==> config.mk <==
export PLATFORM = sky130hd
export DESIGN_NAME = keylock_alarm
export DESIGN_NICKNAME = d
export VERILOG_FILES = /design/src/rtl/keylock_alarm.sv
export SDC_FILE = /design/constraint.sdc
export NUM_CORES = 1
export LEC_CHECK = 0
export BUFFER_PORTS_ARGS = -buffer_cell sky130_fd_sc_hd__buf_2
export CORE_MARGIN = 2
export CORE_UTILIZATION = 40
export DETAILED_ROUTE_END_ITERATION = 8
export GPL_ROUTABILITY_DRIVEN = 0
export SYNTH_ARGS = -nofsm -noshare
export SYNTH_HDL_FRONTEND = slang
export SYNTH_SLANG_ARGS = --single-unit
==> constraint.sdc <==
create_clock -name clk -period 2.25 [get_ports clk]
set_clock_uncertainty 0.15 [all_clocks]
set_input_delay 0.45 -clock clk [delete_from_list [all_inputs] [get_ports clk]]
set_output_delay 0.45 -clock clk [all_outputs]
set_load 0.05 [all_outputs]
==> src/rtl/keylock_alarm.sv <==
module keylock_alarm #(
  parameter int NKEYS  = 4,
  parameter int DIS_K0 = 2,
  parameter int DIS_K1 = 0,
  parameter int DIS_K2 = 3,
  parameter int DIS_K3 = 1,
  parameter int ARM_K0 = 1,
  parameter int ARM_K1 = 2
) (
  input  logic             clk,
  input  logic             rst,
  input  logic [NKEYS-1:0] keys_in,
  input  logic             sensor_in,
  output logic [2:0]       prog_led,
  output logic             armed_led,
  output logic             disarmed_led,
  output logic             alarm_out
);
  localparam int KW = $clog2(NKEYS);

  logic [NKEYS-1:0] key_s1, key_s2, key_s3;
  logic             sen_s1, sen_s2;
  logic             armed, alarm;
  logic [1:0]       step;
  logic [KW-1:0]    tgt;

  always_comb begin
    if (armed)
      case (step)
        2'd0:    tgt = KW'(DIS_K0);
        2'd1:    tgt = KW'(DIS_K1);
        2'd2:    tgt = KW'(DIS_K2);
        default: tgt = KW'(DIS_K3);
      endcase
    else
      tgt = step[0] ? KW'(ARM_K1) : KW'(ARM_K0);
  end

  wire press = (|key_s2) && !(|key_s3);
  wire hit   = press && (key_s2 == (NKEYS'(1) << tgt));
  wire miss  = press && !hit;
  wire last  = armed ? (step == 2'd3) : (step == 2'd1);

  always_ff @(posedge clk) begin
    if (rst) begin
      key_s1 <= '0;
      key_s2 <= '0;
      key_s3 <= '0;
      sen_s1 <= 1'b0;
      sen_s2 <= 1'b0;
      armed  <= 1'b1;
      step   <= 2'd0;
      alarm  <= 1'b0;
    end else begin
      key_s1 <= keys_in;
      key_s2 <= key_s1;
      key_s3 <= key_s2;
      sen_s1 <= sensor_in;
      sen_s2 <= sen_s1;
      if (hit && last) begin
        armed <= ~armed;
        step  <= 2'd0;
      end else if (hit) begin
        step <= step + 2'd1;
      end else if (miss) begin
        step <= 2'd0;
      end
      if (armed && hit && last)
        alarm <= 1'b0;
      else if (armed && (miss || sen_s2))
        alarm <= 1'b1;
    end
  end

  assign prog_led     = {step >= 2'd3, step >= 2'd2, step >= 2'd1};
  assign armed_led    = armed;
  assign disarmed_led = ~armed;
  assign alarm_out    = alarm;
endmodule


==> results by group <==
STA
  • Worst setup margin: 151.2 ps
  • Final worst-path cycle share: 0.9328
  • Final hold slack: between 200 and 250 ps
  • Post-layout min period: between 2000 and 2500 ps
  • Slew HR: 0.7869
  • Final setup fails: 0
  • Worst Tran Pin Value: 316.7 ps
  • Max frequency: approximately 0.48 GHz
  • Setup TNS: 0 ps
  • RSZ-0062 raised after global routing: no
  • Final Hold Viols: 0
  • Slew Viols, Final: 0

Power
  • Total power draw: ~0.59 mW
  • Peak VDD IR: approximately 330 uV
  • Pleak: around 0.43 nW
  • Pwr Density: between 600 and 700 nW/um2

Yosys
  • Syn Nets: 91
  • Ys flop type: dfxtp_1
  • Synthesized area per cell: roughly 10 um2
  • Synth Instances: between 70 and 80
  • Asr flop ratio synth: 0
  • EDFF count, synth: 0
  • #FFs+latches synth: 18
  • Synth cell types: 28
  • Post-synth top area cell: dfxtp_1
  • Post-synth top area share: 0.4486
  • Top cells by area, synth: dfxtp_1 (45%), ha_1 (9.3%), nor2b_1 (9.3%)
  • Ys Warns: 0
  • Register area share after synthesis: 0.4486
  • Area of the mapped netlist: between 800 and 900 um2

Clock tree
  • CTS tree: yes
  • Worst-Skew Late Latency: a little under 300 ps
  • Cts hold-fix bufs: 0
  • Clk buf depth: 2
  • H-tree levels: 1
  • Root buffer cell: clkbuf_4
  • Clock transition at path regs: 100 ps
  • TritonCTS sink count: 18
  • CTS buffer count: 3

Place
  • # placed instances: between 100 and 150
  • Dpl hpwl: ~940 um
  • Port buffer count: 12
  • Post-placement setup slack: 256.7 ps
  • Instance area at placement: 902.1 um2

Drt
  • Wl on met1: around 640 um
  • DRT Wirelength: roughly 1300 um
  • DR vias: ~570
  • Drt drc: 0
  • DR WL met2: approximately 600 um
  • DR pass1 iterations: 4
  • Initial DRC count: 5
  • Met3 wire len: roughly 36 um
  • Post-detailed-route count of antenna-violating nets: 0
  • Via density: around 4.7
  • Routed WL per cell: about 11 um
  • Highest metal used: met4

GRT
  • GRT overflow: 0
  • First-pass GRT wire length: 2228 um
  • Largest net degree at the start of global routing: 19
  • GRT Util Overall: 0.1207
  • Vias in the first global route: 532
  • Initial antenna violation count: 0

Die
  • Die area: around 2400 um2
  • Starting Density: 0.4180
  • Die Y-Extent: about 50 um
  • Die width: 48.81 um
  • Std cell rows: 16
  • CORE AREA: slightly below 2000 um2
  • I/O pin cnt: 13

Cells and area
  • Post-route cell area: between 900 and 1000 um2
  • Layout cell share with drive strength beyond 1: 0.2872
  • Syn-to-layout area delta: 16.98%
  • Fin util: 0.4889
  • # nets final: roughly 110
  • Finished Layout Cells: 121
  • N_diodes: 0

Setup path
  • CP max stage cell: dfxtp_2
  • WP data arrival: approximately 1500 ps
  • Critical path required time: about 1700 ps
  • Register-to-register setup slack: approximately 300 ps
  • CP Launch Type: register
  • Worst-path cell chain: inv_1 -> ha_1 -> or2_2 -> buf_2
  • Crit. End Element: output port
  • Setup CP Type: reg2out
  • CP max FO: 6
  • Critical path's largest stage delay: 410 ps

Job
  • Max-cap check violation count: 0

Worst hold path
  • Worst Hold Class: in2reg

Outcome
  • Run status: complete, no violations
[cells in the mapped netlist (all sizes together), types with 2 or more instances]
master and count:
nand2b 3, nor2 4, a21oi 4, nor2b 13, ha 6, or3 2
inv 5, a211o 2, nor4 2, nand2 3, o21a 2, o2111ai 2
dfxtp 18
[registers in the layout, summed over array words and instances, names as in the netlist]
name	cells
key_s1	4
key_s2	4
key_s3	4
step	2
alarm_out	1
armed_led	1
sen_s1	1
sen_s2	1
[logic make-up after synthesis]
kind of cell / after synthesis / synth area share
buf+inv: 6 / 0.02802
compound gates: 17 / 0.1791
flops: 18 / 0.4486
fa+ha+maj: 6 / 0.09346
simple gates: 31 / 0.2508
[layer usage]
layer,GRT usage,vias up
li1,-,302
met1,0.1393,256
met2,0.2032,9
met3,0.01840,2
met4,0.08571,0
met5,0,-
[power breakdown]
group	internal (mW)	leakage [nW]	switching, mW
Clock	0.0985	0.0210	0.0946
Sequential	0.331	0.148	0.00630
Combinational	0.0250	0.257	0.0312
[path summary, 6_finish.rpt]
path	startpoint	to	cells after the start
worst max register to register	step[0]	armed_led	7
worst min-delay path	keys_in[0]	key_s1[0]	2
worst min register to register	key_s1[0]	key_s2[0]	1
worst max-delay path	step[0]	prog_led[1]	4
[repair_timing]
item,in CTS,in global routing
endpoints found under the setup margin,0,1
buffers inserted,0,0
gates resized for setup,0,1
hold endpoints to repair,0,0
[critical path: cells and delay by family (launching register included)]
kind          cells  cell delay, ps
simple gates      1             260
fa+ha+maj         1             220
flops             1             410
buf+inv           2             320
[layout make-up]
type,instances,area (um2)
fill,189,982.2
timing repair buffer,13,67.56
clock buffer,4,36.28
sequential,18,362.8
inverter,5,18.77
tap,27,33.78
multi-input combinational,54,420.4
[layout by cell type, fill, tap and decap left out, types with 2 or more instances in the layout]
master / Yosys / routed
dfxtp_1: 18 / 16
nor2b_1: 12 / 12
inv_1: 4 / 4
a21oi_1: 4 / 4
clkbuf_4: 0 / 3
nand2b_1: 2 / 2
o21a_1: 2 / 2
nor4_1: 2 / 2
or3_4: 2 / 2
nor2_1: 4 / 4
a211o_1: 2 / 2
dfxtp_2: 0 / 2
nand2_1: 3 / 3
o2111ai_1: 2 / 2
ha_1: 6 / 6
buf_2: 0 / 12
Power figures use the tool's default switching activity.
